File: src/rtl/xirq_pkg.sv
package xirq_pkg;
  typedef enum logic [1:0] {
    SENSE_LOW  = 2'b00,
    SENSE_FALL = 2'b01,
    SENSE_RISE = 2'b10,
    SENSE_BOTH = 2'b11
  } sense_e;

  localparam int SENSE_W = 2;
endpackage

File: src/rtl/xirq_sync.sv
module xirq_sync #(
  parameter int   STAGES = 2,
  parameter logic IDLE   = 1'b1
) (
  input  logic clk,
  input  logic rst_n,
  input  logic pin,
  output logic lvl,
  output logic prev
);
  logic [STAGES-1:0] shr_q;
  logic              prev_q;

  always_ff @(posedge clk or negedge rst_n) begin
    if (!rst_n) begin
      shr_q  <= {STAGES{IDLE}};
      prev_q <= IDLE;
    end else begin
      shr_q  <= {shr_q[STAGES-2:0], pin};
      prev_q <= shr_q[STAGES-1];
    end
  end

  assign lvl  = shr_q[STAGES-1];
  assign prev = prev_q;
endmodule

File: src/rtl/xirq_flag.sv
module xirq_flag
  import xirq_pkg::*;
(
  input  logic   clk,
  input  logic   rst_n,
  input  sense_e mode,
  input  logic   lvl,
  input  logic   prev,
  input  logic   cpu_ack,
  input  logic   xfer_ack,
  input  logic   xfer_keep,
  input  logic   sw_clr,
  output logic   flag
);
  logic fall, rise, set_ev, clr_ev, flag_q;

  assign fall = prev & ~lvl;
  assign rise = ~prev & lvl;

  always_comb begin
    unique case (mode)
      SENSE_LOW:  set_ev = ~lvl;
      SENSE_FALL: set_ev = fall;
      SENSE_RISE: set_ev = rise;
      default:    set_ev = fall | rise;
    endcase
  end

  assign clr_ev = sw_clr
                | (cpu_ack & ((mode != SENSE_LOW) | lvl))
                | (xfer_ack & ~xfer_keep);

  always_ff @(posedge clk or negedge rst_n) begin
    if (!rst_n)      flag_q <= 1'b0;
    else if (set_ev) flag_q <= 1'b1;
    else if (clr_ev) flag_q <= 1'b0;
  end

  assign flag = flag_q;


  lvl_ack_hold_chk: assert property (@(posedge clk) disable iff (!rst_n)
    (mode == SENSE_LOW && cpu_ack && !lvl && flag_q) |=> flag_q);


  keep_hold_chk: assert property (@(posedge clk) disable iff (!rst_n)
    (xfer_ack && xfer_keep && !cpu_ack && !sw_clr && flag_q) |=> flag_q);


  edge_origin_chk: assert property (@(posedge clk) disable iff (!rst_n)
    ($rose(flag_q) && $past(mode) != SENSE_LOW) |-> ($past(lvl) != $past(prev)));
endmodule

File: src/rtl/xirq_regs.sv
module xirq_regs
  import xirq_pkg::*;
#(
  parameter int NUM_CH = 8,
  parameter int DW     = 8,
  parameter int AW     = 3
) (
  input  logic                           clk,
  input  logic                           rst_n,
  input  logic [AW-1:0]                  addr,
  input  logic                           wr,
  input  logic                           rd,
  input  logic [DW-1:0]                  wdata,
  output logic [DW-1:0]                  rdata,
  input  logic [NUM_CH-1:0]              flags,
  output logic [NUM_CH-1:0][SENSE_W-1:0] sense,
  output logic [NUM_CH-1:0]              en,
  output logic                           nmi_rise,
  output logic [NUM_CH-1:0]              sw_clr
);
  localparam int CPW    = DW / SENSE_W;
  localparam int SWORDS = (NUM_CH + CPW - 1) / CPW;
  localparam logic [AW-1:0] EN_A = AW'(SWORDS);
  localparam logic [AW-1:0] ST_A = AW'(SWORDS + 1);
  localparam logic [AW-1:0] CT_A = AW'(SWORDS + 2);

  logic [NUM_CH-1:0][SENSE_W-1:0] sense_q;
  logic [NUM_CH-1:0]              en_q, arm_q;
  logic                           nrise_q;
  logic                           st_wr, st_rd;

  assign st_wr = wr && addr == ST_A;
  assign st_rd = rd && addr == ST_A;

  always_ff @(posedge clk or negedge rst_n) begin
    if (!rst_n) begin
      sense_q <= '0;
      en_q    <= '0;
      nrise_q <= 1'b0;
    end else if (wr) begin
      for (int c = 0; c < NUM_CH; c++)
        if (addr == AW'(c / CPW))
          sense_q[c] <= wdata[SENSE_W*(c%CPW) +: SENSE_W];
      if (addr == EN_A) en_q    <= wdata[NUM_CH-1:0];
      if (addr == CT_A) nrise_q <= wdata[0];
    end
  end

  always_ff @(posedge clk or negedge rst_n) begin
    if (!rst_n)     arm_q <= '0;
    else if (st_wr) arm_q <= '0;
    else if (st_rd) arm_q <= arm_q | flags;
  end

  assign sw_clr = st_wr ? (arm_q & ~wdata[NUM_CH-1:0]) : '0;

  always_comb begin
    rdata = '0;
    for (int c = 0; c < NUM_CH; c++)
      if (addr == AW'(c / CPW))
        rdata[SENSE_W*(c%CPW) +: SENSE_W] = sense_q[c];
    if (addr == EN_A) rdata[NUM_CH-1:0] = en_q;
    if (addr == ST_A) rdata[NUM_CH-1:0] = flags;
    if (addr == CT_A) rdata[0]          = nrise_q;
  end

  assign sense    = sense_q;
  assign en       = en_q;
  assign nmi_rise = nrise_q;


  arm_origin_chk: assert property (@(posedge clk) disable iff (!rst_n)
    ((arm_q & ~$past(arm_q) & ~$past(flags)) == '0));
endmodule

File: src/rtl/xirq_detect.sv
module xirq_detect
  import xirq_pkg::*;
#(
  parameter int NUM_CH      = 8,
  parameter int DW          = 8,
  parameter int AW          = 3,
  parameter int SYNC_STAGES = 2,
  parameter int NMI_VEC     = 7
) (
  input  logic              clk,
  input  logic              rst_n,
  input  logic [AW-1:0]     reg_addr,
  input  logic              reg_wr,
  input  logic              reg_rd,
  input  logic [DW-1:0]     reg_wdata,
  output logic [DW-1:0]     reg_rdata,
  input  logic [NUM_CH-1:0] pin_irq,
  input  logic              pin_nmi,
  input  logic [NUM_CH-1:0] cpu_ack,
  input  logic [NUM_CH-1:0] xfer_ack,
  input  logic              xfer_keep,
  input  logic              nmi_ack,
  output logic [NUM_CH-1:0] irq_req,
  output logic              nmi_req,
  output logic [7:0]        nmi_vector
);
  logic [NUM_CH-1:0][SENSE_W-1:0] sense;
  logic [NUM_CH-1:0]              en, flags, sw_clr, lvl, prev;
  logic                           nmi_rise, n_lvl, n_prev, n_edge, nmi_q;

  xirq_regs #(.NUM_CH(NUM_CH), .DW(DW), .AW(AW)) u_regs (
    .clk(clk), .rst_n(rst_n), .addr(reg_addr), .wr(reg_wr), .rd(reg_rd),
    .wdata(reg_wdata), .rdata(reg_rdata), .flags(flags), .sense(sense),
    .en(en), .nmi_rise(nmi_rise), .sw_clr(sw_clr)
  );

  for (genvar i = 0; i < NUM_CH; i++) begin : g_ch
    xirq_sync #(.STAGES(SYNC_STAGES), .IDLE(1'b1)) u_sync (
      .clk(clk), .rst_n(rst_n), .pin(pin_irq[i]), .lvl(lvl[i]), .prev(prev[i])
    );
    xirq_flag u_flag (
      .clk(clk), .rst_n(rst_n), .mode(sense_e'(sense[i])), .lvl(lvl[i]),
      .prev(prev[i]), .cpu_ack(cpu_ack[i]), .xfer_ack(xfer_ack[i]),
      .xfer_keep(xfer_keep), .sw_clr(sw_clr[i]), .flag(flags[i])
    );
  end

  assign irq_req = flags & en;

  xirq_sync #(.STAGES(SYNC_STAGES), .IDLE(1'b1)) u_nmi_sync (
    .clk(clk), .rst_n(rst_n), .pin(pin_nmi), .lvl(n_lvl), .prev(n_prev)
  );

  assign n_edge = nmi_rise ? (~n_prev & n_lvl) : (n_prev & ~n_lvl);

  always_ff @(posedge clk or negedge rst_n) begin
    if (!rst_n)       nmi_q <= 1'b0;
    else if (n_edge)  nmi_q <= 1'b1;
    else if (nmi_ack) nmi_q <= 1'b0;
  end

  assign nmi_req    = nmi_q;
  assign nmi_vector = nmi_q ? 8'(NMI_VEC) : 8'd0;


  nmi_hold_chk: assert property (@(posedge clk) disable iff (!rst_n)
    (nmi_q && !nmi_ack) |=> nmi_q);


  req_mask_chk: assert property (@(posedge clk) disable iff (!rst_n)
    (|irq_req) |-> (|(flags & irq_req)));
endmodule

File: config.mk
export PLATFORM = sky130hd
export DESIGN_NAME = xirq_detect
export DESIGN_NICKNAME = d
export VERILOG_FILES = /design/src/rtl/xirq_pkg.sv /design/src/rtl/xirq_sync.sv /design/src/rtl/xirq_flag.sv /design/src/rtl/xirq_regs.sv /design/src/rtl/xirq_detect.sv
export SDC_FILE = /design/constraint.sdc
export NUM_CORES = 1
export LEC_CHECK = 0
export BUFFER_PORTS_ARGS = -buffer_cell sky130_fd_sc_hd__buf_2
export CORE_ASPECT_RATIO = 1.4
export CORE_UTILIZATION = 50
export DETAILED_ROUTE_END_ITERATION = 12
export PLACE_DENSITY = 0.74
export SETUP_SLACK_MARGIN = 0.3
export SYNTH_ARGS = -nofsm -noshare
export SYNTH_HDL_FRONTEND = slang
export SYNTH_SLANG_ARGS = --single-unit
File: constraint.sdc
create_clock -name clk -period 2.35 [get_ports clk]
set_input_delay 0.1175 -clock clk [delete_from_list [all_inputs] [get_ports clk]]
set_output_delay 0.1175 -clock clk [all_outputs]
set_load 0.02 [all_outputs]
Yosys cells after proc, flatten, opt, wreduce, memory -nomap -nowiden --
Cells that the tools add are included.
Storage, ports and cells: register bits after elaboration 69, latch bits 0, bits in writable memories 0, ROM bits 0, output and inout port bits 25, logic and storage cells 222, memories 0
Cells by class: add/sub/neg operators 0, $mul 0, divide/modulo/power cells 0, $lt $le $gt $ge 0, equality and inequality tests 20, shift-type cells 0, mux-type cells 42, bitwise operators 89, reduce and logical (&&, ||, !) cells 33
Operators by type and width (number):
- $mux 8 | 5
- $reduce_bool 2->1 | 18
- $and 1x1->1 | 34
- $or 1x1->1 | 32
- $pmux 1 s3 | 8
- $mux 1 | 20
- $not 1->1 | 19
- $and 8x8->8 | 2
- $eq 2x1->1 const B | 8
- $eq 2x2->1 const B | 8
- $logic_not 2->1 | 8
- $mux 2 | 8
- $not 8->8 | 1
- $or 8x8->8 | 1
- $reduce_and 2->1 | 4
- $eq 3x2->1 const B | 2
- $eq 3x1->1 const B | 1
- $eq 3x3->1 const B | 1
- $logic_not 3->1 | 1
- $mux 3 | 1
- $logic_and 1x1->1 | 2

Depth between registers and ports, before layout --
Gate-level depths: netlist of the first run.
word-level depth 7, mapped depth 5

Modules after synthesis --
A second synthesis of the first run with hierarchy kept.
Second synthesis, totals: cells, all modules 270, area total of the unflattened synthesis 3288.2 µm²
Modules (own cells, without submodules):
- xirq_regs | times used 1, cells an instance 117, area an instance 1614.0 µm²
- xirq_flag | times used 8, cells an instance 13, area an instance 100.1 µm²
- xirq_sync | times used 9, cells an instance 3, area an instance 78.8 µm²
- xirq_detect | times used 1, cells an instance 22, area an instance 163.9 µm²

Worst setup path before layout of the first run --
Ideal clock, no wire load.
path kind reg-to-reg, start register g_ch[1].u_sync.prev_q, end register g_ch[1].u_flag.flag_q, data arrival time 1467 ps, required time 2230 ps, path slack 763 ps, cell stages (with the launch flop) 6, path buffers 0, path through dfstp_2 inv_1 ha_1 inv_1 mux4_2 a41o_1
On the way: cells in the longest elaborated chain, start to end 5
Ends and longest elaborated chain:
- start, declared | line xirq_sync.sv:12 | logic prev_q;
- start signal, assigned | line xirq_sync.sv:20 | prev_q <= shr_q[STAGES-1];
- $not 1->1 | line xirq_flag.sv:18 | assign rise = ~prev & lvl;
- $and 1x1->1 | line xirq_flag.sv:18
- $or 1x1->1 | line xirq_flag.sv:25 | default: set_ev = fall | rise;
- $pmux 1 s3 * | line xirq_flag.sv:21 | unique case (mode)
- $mux 1 or $reduce_bool 2->1 (tied branches)
- end signal, assigned | line xirq_flag.sv:34 | if (!rst_n) flag_q <= 1'b0;
- end signal, assigned | line xirq_flag.sv:35 | else if (set_ev) flag_q <= 1'b1;
- end signal, assigned | line xirq_flag.sv:36 | else if (clr_ev) flag_q <= 1'b0;
- end, declared | line xirq_flag.sv:15 | logic fall, rise, set_ev, clr_ev, flag_q;
Mark *: on every way between the ends. The rest lies on a longest branch, timed or not. A chain may end at the register's enable or synchronous reset.

Worst setup path in the final report of the first run --
start register u_regs.sense_q (netlist bit u_regs.sense[9]), end output reg_rdata[1]
On the way: cells in the longest elaborated chain, start to end 3
Ends and longest elaborated chain:
- start, declared | line xirq_regs.sv:27 | logic [NUM_CH-1:0][SENSE_W-1:0] sense_q;
- start signal, assigned by index | line xirq_regs.sv:43 | sense_q[c] <= wdata[SENSE_W*(c%CPW) +: SENSE_W];
- $mux 2 | line xirq_regs.sv:60 | if (addr == AW'(c / CPW))
- $mux 8 | line xirq_regs.sv:62 | if (addr == EN_A) rdata[NUM_CH-1:0] = en_q;
- $mux 8 | line xirq_regs.sv:63 | if (addr == ST_A) rdata[NUM_CH-1:0] = flags;
- end, declared | line xirq_detect.sv:16 | output logic [DW-1:0] reg_rdata,
No other way between the ends.

==> results of run 1 <==
[registers in the layout, indices dropped and copies added (netlist names)]
register and cells:
u_regs.arm_q 8, g_ch.u_flag.flag 8, u_regs.en 8, g_ch.u_sync.prev 8
nmi_req 1, u_nmi_sync.shr_q 2, g_ch.u_sync.shr_q 16, u_regs.sense 16
u_regs.nmi_rise 1, u_nmi_sync.prev 1
[metrics by stage]
| stage | area [sq um] | std cells | hold WS [ns] | util (%) |
|---|---|---|---|---|
| 3_5_place_dp | 3661 | 363 | 0.1175 | 57.76 |
| 5_1_grt | 3986 | 389 | 0.02162 | 62.89 |
| 4_1_cts | 3986 | 389 | 0.002039 | 62.89 |
| 3_3_place_gp | 3661 | 363 | 0.1210 | 57.76 |
| 2_1_floorplan | 3352 | 244 | -0.1781 | - |
| 6_report | 3986 | 389 | 0.01128 | 62.89 |
[repair_timing]
action | in CTS | in global routing
endpoints found under the hold margin | 21 | 0
endpoints found under the setup margin | 0 | 0
hold buffers | 10 | 0
[metal layers]
metal / track usage [%] / part of all wire [%] / up-vias
met1: 26.39 / 43 / 1055
met5: 0 / 0 / -
met2: 34.99 / 52 / 54
li1: - / - / 969
met4: 8.769 / 1.9 / 0
met3: 5.317 / 3.2 / 12
[logic make-up (layout without fill, tap and decap cells)]
family          count (synthesis)  after routing  synth area share (%)
compound gates                 20             20                 5.137
fa+ha+maj                      16             16                 5.999
buf+inv                        48            121                 6.899
flops                          69             69                 52.76
mux                            41             41                 18.90
other cells                     1              5                0.1124
simple gates                   45             45                 10.20
[cell usage in the layout (no fill, tap or decap), drive strengths merged, types with 10 or more instances in the layout]
| master | instances |
|---|---|
| buf | 62 |
| clkbuf | 12 |
| dfrtp | 42 |
| dfstp | 27 |
| dlygate4sd3 | 10 |
| ha | 16 |
| inv | 33 |
| mux2 | 26 |
| mux4 | 15 |
[final timing paths]
kind                                             to  slack, ns  depth (start not counted)
worst max-delay path                   reg_rdata[1]       0.67                          3
worst min-delay path                        nmi_req       0.01                          2
worst max register to register  g_ch[4].u_flag.flag       0.68                          5
worst min register to register  u_nmi_sync.shr_q[1]       0.35                          0
max in group asynchronous       g_ch[7].u_sync.prev       1.39                          3
min in group asynchronous       g_ch[1].u_flag.flag       0.27                          2
[cell type report]
type | instances | area share [%]
Inverter | 33 | 3.107
Tap cell | 72 | 2.260
Sequential cell | 69 | 44.16
Multi-Input combinational cell | 127 | 34.15
Clock inverter | 4 | 1.758
Timing Repair Buffer | 72 | 10.67
Clock buffer | 12 | 3.892
[worst max-delay path, delay by kind of cell (launching register included)]
kind                   cells  cell delay (ns)
AND/OR/NAND/NOR            1             0.14
buffers and inverters      1             0.16
flip-flops                 1             0.44
multiplexers               1             0.47
[report_power, final]
part	total (mW)	switching, mW	internal (mW)
sequential	1.57	0.165	1.40
combinational	0.675	0.292	0.383
clock	1.10	0.445	0.653
total	3.34	0.903	2.44
==> results.sh, run 1 <==
export IMPL_antenna_left=0
export IMPL_worstPathArrival_ns=1.56
export IMPL_relSlewSlack_pct=58.96
export IMPL_clock_path_buffers=2
export IMPL_dieWidth_um=71.05
export IMPL_hpwl_um=4480
export IMPL_antenna_found_initial=0
export IMPL_critPathCaptureType="output pin"
export IMPL_hold_viol=0
export IMPL_place_congestion=0.7347
export IMPL_start_util_pct=52.65
export IMPL_synth_top_cell_by_area="dfrtp_1"
export IMPL_crit_path_start_kind="flop"
export IMPL_multi_input_area_sq_um=1361
export IMPL_antennaDiodeCount=0
export IMPL_cts_root_buf="clkbuf_8"
export IMPL_cts_clk_slew_worst_paths_ns=0.07
export IMPL_vias_per_cell=5.373
export IMPL_slew_violations=0
export IMPL_syn_avg_cell_area_sq_um=13.90
export IMPL_drtPass1Iterations=9
export IMPL_startpoint="u_regs.sense[9]"
export IMPL_io_buffers=61
export IMPL_routedWlPerCell_um=16.80
export IMPL_cpPeakStageDelay_ns=0.47
export IMPL_timing_fmax_ghz=0.5963
export IMPL_grt_usage_pct=21.12
export IMPL_worstReg2RegStart="g_ch[4].u_sync.prev"
export IMPL_ys_ff_latch=69
export IMPL_tightest_slew_ns=0.6130
export IMPL_slowest_stage="mux4_2"
export IMPL_finalPower_mw=3.342
export IMPL_grt_pass1_wl_um=10870
export IMPL_synthTopCellsByCount="dfrtp_1, inv_1, dfstp_2"
export IMPL_die_area_sq_um=7009
export IMPL_nNetsFinal=370
export IMPL_insertion_delay_ns=0.35
export IMPL_crit_required_ns=2.23
export IMPL_ff_latch_area_sq_um=1760
export IMPL_syn_cell_area_sq_um=3337
export IMPL_vdd_drop_max_mv=0.5930
export IMPL_grt_max_degree=49
export IMPL_hp_start="nmi_ack"
export IMPL_synth_distinct_cells=32
export IMPL_rows=34
export IMPL_max_cap_violations=0
export IMPL_ioPinCount=67
export IMPL_numCtsBuffers=9
export IMPL_synthCells=240
export IMPL_cts_setup_buffers=0
export IMPL_synth_edff_count=0
export IMPL_drc_errors=4
export IMPL_die_h_um=98.66
export IMPL_path_max_fanout=3
export IMPL_fill_cells=500
export IMPL_via_count=2090
export IMPL_ys_seq_area_share_pct=52.76
export IMPL_violations="DRC"
export IMPL_layout_setup_ws_ns=0.6730
export IMPL_power_density_nw_per_um2=838.3
export IMPL_crit_type="flop to output pin"
export IMPL_coreArea_sq_um=6339
export IMPL_critical_path_cell_chain="mux4_2, nor2b_1, buf_2"
export IMPL_synth_most_common_cell="dfrtp_1"
export IMPL_cts_htree_levels=3
export IMPL_period_needed_ns=1.677
export IMPL_grt_setup_unrepaired="no"
export IMPL_place_ws_ns=0.6944
export IMPL_synth_ff_type="dfrtp_1"
export IMPL_grt_pass1_vias=2159
export IMPL_clock_sinks=69
export IMPL_skew_ns=0.004959
export IMPL_drive_above_1_share_pct=46.69
export IMPL_fin_crit_sh_pct=71.36
export IMPL_synth_async_sr_flop_share_pct=100.0
export IMPL_netlist_top_cells_area="dfrtp_1, dfstp_2, mux4_2"
export IMPL_syn2layout_area_growth_pct=19.46
export IMPL_min_path_type="input pin to flop"
export IMPL_wirelength_um=6536
export IMPL_outcome="complete, but fails checks"
export IMPL_tritoncts="built"
export IMPL_leakage_nw=1.921
export IMPL_synth_top_area_share_pct=31.50
export IMPL_grt_ovfl_total=0
export IMPL_drt_iter0_drc=104
export IMPL_ctsResizeCount=0
export IMPL_ys_warn_count=0
export IMPL_tns_ns=0
export IMPL_setup_violations=0
No activity file was read; power rests on OpenSTA's default activity.
==> run 2, diff against run 1 <==
==> constraint.sdc (replaced) <==
create_clock -name clk -period 1.7 [get_ports clk]
set_input_delay 0.085 -clock clk [delete_from_list [all_inputs] [get_ports clk]]
set_output_delay 0.085 -clock clk [all_outputs]
set_load 0.02 [all_outputs]
==> results.sh, run 2 (synthesis results as in run 1) <==
export IMPL_start_util_pct=52.65
export IMPL_hpwl_um=4734
export IMPL_layout_setup_ws_ns=0.04136
export IMPL_grt_met1_usage_pct=28.74
export IMPL_min_path_type="input pin to flop"
export IMPL_power_switching_mw=1.332
export IMPL_wirelength_um=7534
export IMPL_antenna_left=0
export IMPL_final_common_cell="buf_2"
export IMPL_cts_clk_slew_worst_paths_ns=0.07
export IMPL_dieWidth_um=71.05
export IMPL_max_cap_violations=0
export IMPL_whs_ns=0.01374
export IMPL_use_met3_pct=4.192
export IMPL_hold_depth=2
export IMPL_slew_violations=0
export IMPL_die_h_um=98.66
export IMPL_place_ws_ns=0.03722
export IMPL_antennaDiodeCount=0
export IMPL_worstPathArrival_ns=1.89
export IMPL_comb_power_share_pct=28.6
export IMPL_worstReg2RegStart="g_ch[6].u_sync.prev"
export IMPL_skew_ns=0.01022
export IMPL_die_area_sq_um=7009
export IMPL_r2r_end="g_ch[6].u_flag.flag"
export IMPL_worst_r2r_path_depth=5
export IMPL_grt_pass1_wl_um=12120
export IMPL_design_area_sq_um=4420
export IMPL_cts_root_buf="clkbuf_8"
export IMPL_syn2layout_area_growth_pct=32.47
export IMPL_io_buffers=61
export IMPL_drtPass1Iterations=8
export IMPL_drc_errors=6
export IMPL_place_congestion=0.7534
export IMPL_tritoncts="built"
export IMPL_fill_cells=440
export IMPL_grt_setup_unrepaired="yes"
export IMPL_grt_usage_pct=23.32
export IMPL_period_needed_ns=1.659
export IMPL_netSwitchingFraction_pct=28.00
export IMPL_busiest_layer="met2"
export IMPL_critPathCaptureType="flop"
export IMPL_hp_start="reg_wdata[3]"
export IMPL_coreArea_sq_um=6339
export IMPL_grt_ovfl_total=0
export IMPL_drt_iter0_drc=127
export IMPL_timing_fmax_ghz=0.6029
export IMPL_rrSetupSlack_ns=0.04
export IMPL_insertion_delay_ns=0.34
export IMPL_violations="DRC"
export IMPL_dpl_cell_area_sq_um=3729
export IMPL_pwr_share_clk_pct=26.5
export IMPL_intPower_mw=3.425
export IMPL_drive_above_1_share_pct=58.92
export IMPL_grt_max_degree=70
export IMPL_final_cell_mix="buf_2, dfrtp_1, buf_4, dfstp_2, mux2_2"
export IMPL_leakage_nw=2.094
export IMPL_hold_viol=0
export IMPL_grt_pass1_vias=2451
export IMPL_setup_violations=0
export IMPL_numCtsBuffers=9
export IMPL_clock_path_buffers=2
export IMPL_via_count=2277
export IMPL_clock_sinks=69
export IMPL_nNetsFinal=406
export IMPL_cts_htree_levels=3
export IMPL_antenna_found_initial=0
export IMPL_vdd_drop_max_mv=0.6701
export IMPL_crit_type="flop to flop"
export IMPL_power_density_nw_per_um2=1076
export IMPL_routedWlPerCell_um=17.73
export IMPL_crit_required_ns=1.93
export IMPL_stdcell_count=425
export IMPL_vias_per_cell=5.358
export IMPL_dp_cells=372
export IMPL_tns_ns=0
export IMPL_worstHoldEndpoint="u_regs.sense[3]"
export IMPL_fin_crit_sh_pct=97.57
export IMPL_path_max_fanout=2
export IMPL_met2_usage_pct=40.24
export IMPL_rows=34
export IMPL_seq_power_share_pct=44.8
export IMPL_ioPinCount=67
export IMPL_crit_path_start_kind="flop"
export IMPL_outcome="complete, but fails checks"
==> run 2: cell types whose count changed in the layout (fill, tap and decap cells not counted), sizes merged <==
| cell | delta |
|---|---|
| clkinv | -1 |
| bufinv | -1 |
| clkbuf | +2 |
| dlygate4sd3 | +2 |
| buf | +34 |
==> run 2: timing repair <==
| action | in CTS | in global routing |
|---|---|---|
| setup buffers | 17 | 8 |
| pin swaps | 6 | 1 |
| endpoints found under the setup margin | 16 | 16 |
| gates resized for setup | 35 | 15 |
| hold buffers | 12 | 0 |
| hold endpoints to repair | 53 | 0 |
==> run 2: worst max-delay path: stages (launching register included) <==
cell     delay (ns)
dfstp_2        0.54
inv_2          0.05
ha_4           0.26
inv_2          0.02
mux4_2         0.47
a41o_1         0.21
==> run 2: worst max-delay path by stage <==
stage / start / endpoint / slack, ns / cells past startpoint
6_report: g_ch[6].u_sync.prev / g_ch[6].u_flag.flag / 0.04 / 5
4_1_cts: g_ch[6].u_sync.prev / g_ch[6].u_flag.flag / 0.05 / 5
3_3_place_gp: g_ch[2].u_sync.prev / g_ch[2].u_flag.flag / 0.07 / 5
5_1_grt: g_ch[4].u_sync.prev / g_ch[4].u_flag.flag / -0.007 / 5
2_1_floorplan: g_ch[1].u_sync.prev / g_ch[1].u_flag.flag / 0.12 / 5
3_5_place_dp: g_ch[2].u_sync.prev / g_ch[2].u_flag.flag / 0.04 / 5
==> run 2: power by group through the flow <==
stage	Combinational (mW)	Sequential [mW]	Clock (mW)
finish	1.36	2.13	1.26
global route	1.47	2.17	1.35
CTS	1.23	2.13	1.28
detailed placement	0.942	2.20	0
global placement	0.915	2.19	0
floorplan	0.694	2.12	0
==> run 2: layout make-up <==
cell class                      count  area (sq um)  share of cell area, %
Tap cell                           72         90.09                  2.038
Clock buffer                       14         142.6                  3.227
Timing Repair Buffer              108         749.5                  16.95
Clock inverter                      2         35.03                 0.7925
Sequential cell                    69          1760                  39.82
Inverter                           33         123.9                  2.802
Multi-Input combinational cell    127          1519                  34.36
==> run 2: metrics by stage <==
step | utilization (%) | power (mW)
global route | 69.74 | 4.980
CTS | 67.98 | 4.641
finish | 69.74 | 4.758
detailed placement | 58.82 | 3.141
global placement | 58.82 | 3.101
floorplan | - | 2.817
==> run 2: metal layers <==
metal | vias up | part of all wire (%)
met4 | 0 | 1.6
li1 | 1038 | -
met1 | 1152 | 41
met2 | 74 | 53
met3 | 13 | 4.3
met5 | - | 0
==> run 3, diff against run 2 <==
--- a/config.mk
+++ b/config.mk
@@ -13,4 +13,5 @@
 export SETUP_SLACK_MARGIN = 0.3
 export SYNTH_ARGS = -nofsm -noshare
 export SYNTH_HDL_FRONTEND = slang
+export SYNTH_HIERARCHICAL = 1
 export SYNTH_SLANG_ARGS = --single-unit
==> results.sh, run 3 <==
export IMPL_die_area_sq_um=6909
export IMPL_path_max_fanout=2
export IMPL_syn_avg_cell_area_sq_um=12.18
export IMPL_insertion_delay_ns=0.35
export IMPL_vdd_drop_max_mv=0.6224
export IMPL_cp_top_family="multiplexers"
export IMPL_via_count=2431
export IMPL_grt_ovfl_total=0
export IMPL_critPathCaptureType="output pin"
export IMPL_dieWidth_um=70.54
export IMPL_synthCells=270
export IMPL_synthTopCellsByCount="dfrtp_1, dfstp_2, nor2_1"
export IMPL_violations="DRC"
export IMPL_slowest_stage="mux4_2"
export IMPL_period_needed_ns=1.588
export IMPL_intPower_mw=3.418
export IMPL_tritoncts="built"
export IMPL_drt_iter0_drc=164
export IMPL_synth_distinct_cells=31
export IMPL_hold_depth=2
export IMPL_slew_violations=0
export IMPL_start_util_pct=52.23
export IMPL_setup_violations=0
export IMPL_rows=34
export IMPL_synth_most_common_cell="dfrtp_1"
export IMPL_cts_clk_slew_worst_paths_ns=0.07
export IMPL_netSwitchingFraction_pct=29.23
export IMPL_skew_ns=0.006974
export IMPL_ys_warn_count=6
export IMPL_grt_max_degree=70
export IMPL_timing_fmax_ghz=0.6297
export IMPL_synth_top_area_share_pct=31.96
export IMPL_max_cap_violations=0
export IMPL_crit_type="flop to output pin"
export IMPL_die_h_um=97.95
export IMPL_worstPathArrival_ns=1.50
export IMPL_power_switching_mw=1.412
export IMPL_drc_errors=10
export IMPL_synth_async_sr_flop_share_pct=100.0
export IMPL_leakage_nw=2.053
export IMPL_rrSetupSlack_ns=0.41
export IMPL_drive_above_1_share_pct=47.46
export IMPL_worstHoldEndpoint="u_regs/sense[1]"
export IMPL_hp_start="reg_wdata[1]"
export IMPL_final_cell_mix="buf_2, buf_4, dfrtp_1, dfstp_2, nor2_1"
export IMPL_syn2layout_area_growth_pct=31.32
export IMPL_worst_r2r_path_depth=5
export IMPL_clock_path_buffers=2
export IMPL_netlist_top_cells_area="dfrtp_1, dfstp_2, mux2_2"
export IMPL_drtPass1Iterations=8
export IMPL_io_buffers=61
export IMPL_ys_seq_area_share_pct=53.54
export IMPL_min_path_type="input pin to flop"
export IMPL_utilization_pct=68.58
export IMPL_outcome="complete, but fails checks"
export IMPL_routedWlPerCell_um=15.82
export IMPL_synth_top_cell_by_area="dfrtp_1"
export IMPL_crit_buf_inv=1
export IMPL_power_density_nw_per_um2=1119
export IMPL_crit_required_ns=1.62
export IMPL_worstReg2RegStart="g_ch[3].u_sync/shr_q[1]"
export IMPL_fin_crit_sh_pct=93.41
export IMPL_coreArea_sq_um=6296
export IMPL_grt_pass1_wl_um=11850
export IMPL_grt_setup_unrepaired="yes"
export IMPL_comb_power_share_pct=30.2
export IMPL_antenna_found_initial=0
export IMPL_clock_sinks=69
export IMPL_cpPeakStageDelay_ns=0.49
export IMPL_hpwl_um=4696
export IMPL_critical_path_cell_chain="mux4_2, nor2b_4, buf_6"
export IMPL_pwr_share_clk_pct=25.6
export IMPL_ys_ff_latch=69
export IMPL_vias_per_cell=5.217
export IMPL_hold_viol=0
export IMPL_crit_path_start_kind="flop"
export IMPL_grt_pass1_vias=2449
export IMPL_place_congestion=0.8109
export IMPL_r2r_end="g_ch[3].u_flag/flag"
export IMPL_syn_cell_area_sq_um=3288
export IMPL_cts_htree_levels=3
export IMPL_synth_edff_count=0
export IMPL_antennaDiodeCount=0
export IMPL_wirelength_um=7373
export IMPL_tns_ns=0
export IMPL_cts_root_buf="clkbuf_8"
export IMPL_nNetsFinal=447
export IMPL_seq_power_share_pct=44.1
export IMPL_final_common_cell="buf_2"
export IMPL_antenna_left=0
export IMPL_synth_ff_type="dfrtp_1"
export IMPL_numCtsBuffers=9
export IMPL_ioPinCount=67
export IMPL_grt_usage_pct=23.12
export IMPL_whs_ns=0.01368
run 3: through the flow:
step | setup WS, ns | power, mW | cell area (sq um) | cells
after floorplan | 0.5259 | 2.851 | 3303 | 274
after global placement | 0.1673 | 3.143 | 3687 | 403
after detailed placement | 0.1195 | 3.185 | 3687 | 403
after CTS | 0.1018 | 4.737 | 4227 | 457
after global routing | 0.07527 | 5.077 | 4318 | 466
final | 0.1119 | 4.831 | 4318 | 466
run 3: how the worst max path moves through the flow:
stage | cells past startpoint | from | endpoint
after floorplan | 5 | g_ch[0].u_sync/shr_q[1] | g_ch[0].u_flag/flag
after global placement | 7 | reg_addr[0] | g_ch[6].u_flag/flag
after detailed placement | 7 | reg_addr[0] | g_ch[3].u_flag/flag
after CTS | 3 | g_ch[1].u_flag/flag | reg_rdata[1]
after global routing | 3 | g_ch[4].u_flag/flag | reg_rdata[4]
final | 3 | g_ch[7].u_flag/flag | reg_rdata[7]
run 3: cells by family (layout without fill, tap and decap cells):
family                   count (synthesis)  in the layout  share of synthesized area (%)
AND/OR/NAND/NOR                         87             87                          14.99
flip-flops                              69             69                          53.54
multiplexers                            34             34                          14.19
AO/OA/AOI/OAI                           33             33                          6.355
buffers and inverters                   30            150                          4.718
adder cells (fa/ha/maj)                 16             16                          6.088
other                                    1              5                         0.1140
run 3: worst reg2reg max path: stages (launching register included):
cell      delay [ns]
dfstp_2         0.58
inv_1           0.06
ha_1            0.28
nand2_1         0.05
o211ai_1        0.09
o211ai_1        0.11
run 3: area by class of cell:
class,instances,area (sq um)
clock buffers,15,176.4
multi-input cells,175,1418
fillers,457,1978
well taps,72,90.09
clock inverters,1,5.005
flip-flops and latches,69,1760
repair buffers,117,804.5
inverters,17,63.81
run 3: timing repair:
action,CTS,global route
resized for setup,16,7
pin swaps,0,1
setup buffers,26,9
endpoints found under the hold margin,53,0
hold buffers,12,0
setup endpoints to repair,8,8
run 3: power groups by stage:
| stage | combinational (mW) | clock [mW] | sequential (mW) |
|---|---|---|---|
| after floorplan | 0.683 | 0 | 2.17 |
| after global placement | 0.909 | 0 | 2.23 |
| after detailed placement | 0.931 | 0 | 2.25 |
| after CTS | 1.35 | 1.26 | 2.12 |
| after global routing | 1.58 | 1.34 | 2.16 |
| final | 1.46 | 1.24 | 2.13 |
run 3: layer usage:
| layer | track usage [%] | up-vias | share of wire, % |
|---|---|---|---|
| met4 | 16.15 | 0 | 3.9 |
| met5 | 0 | - | 0 |
| li1 | - | 1158 | - |
| met3 | 3.818 | 26 | 4.4 |
| met2 | 37.64 | 81 | 52 |
| met1 | 27.89 | 1166 | 39 |
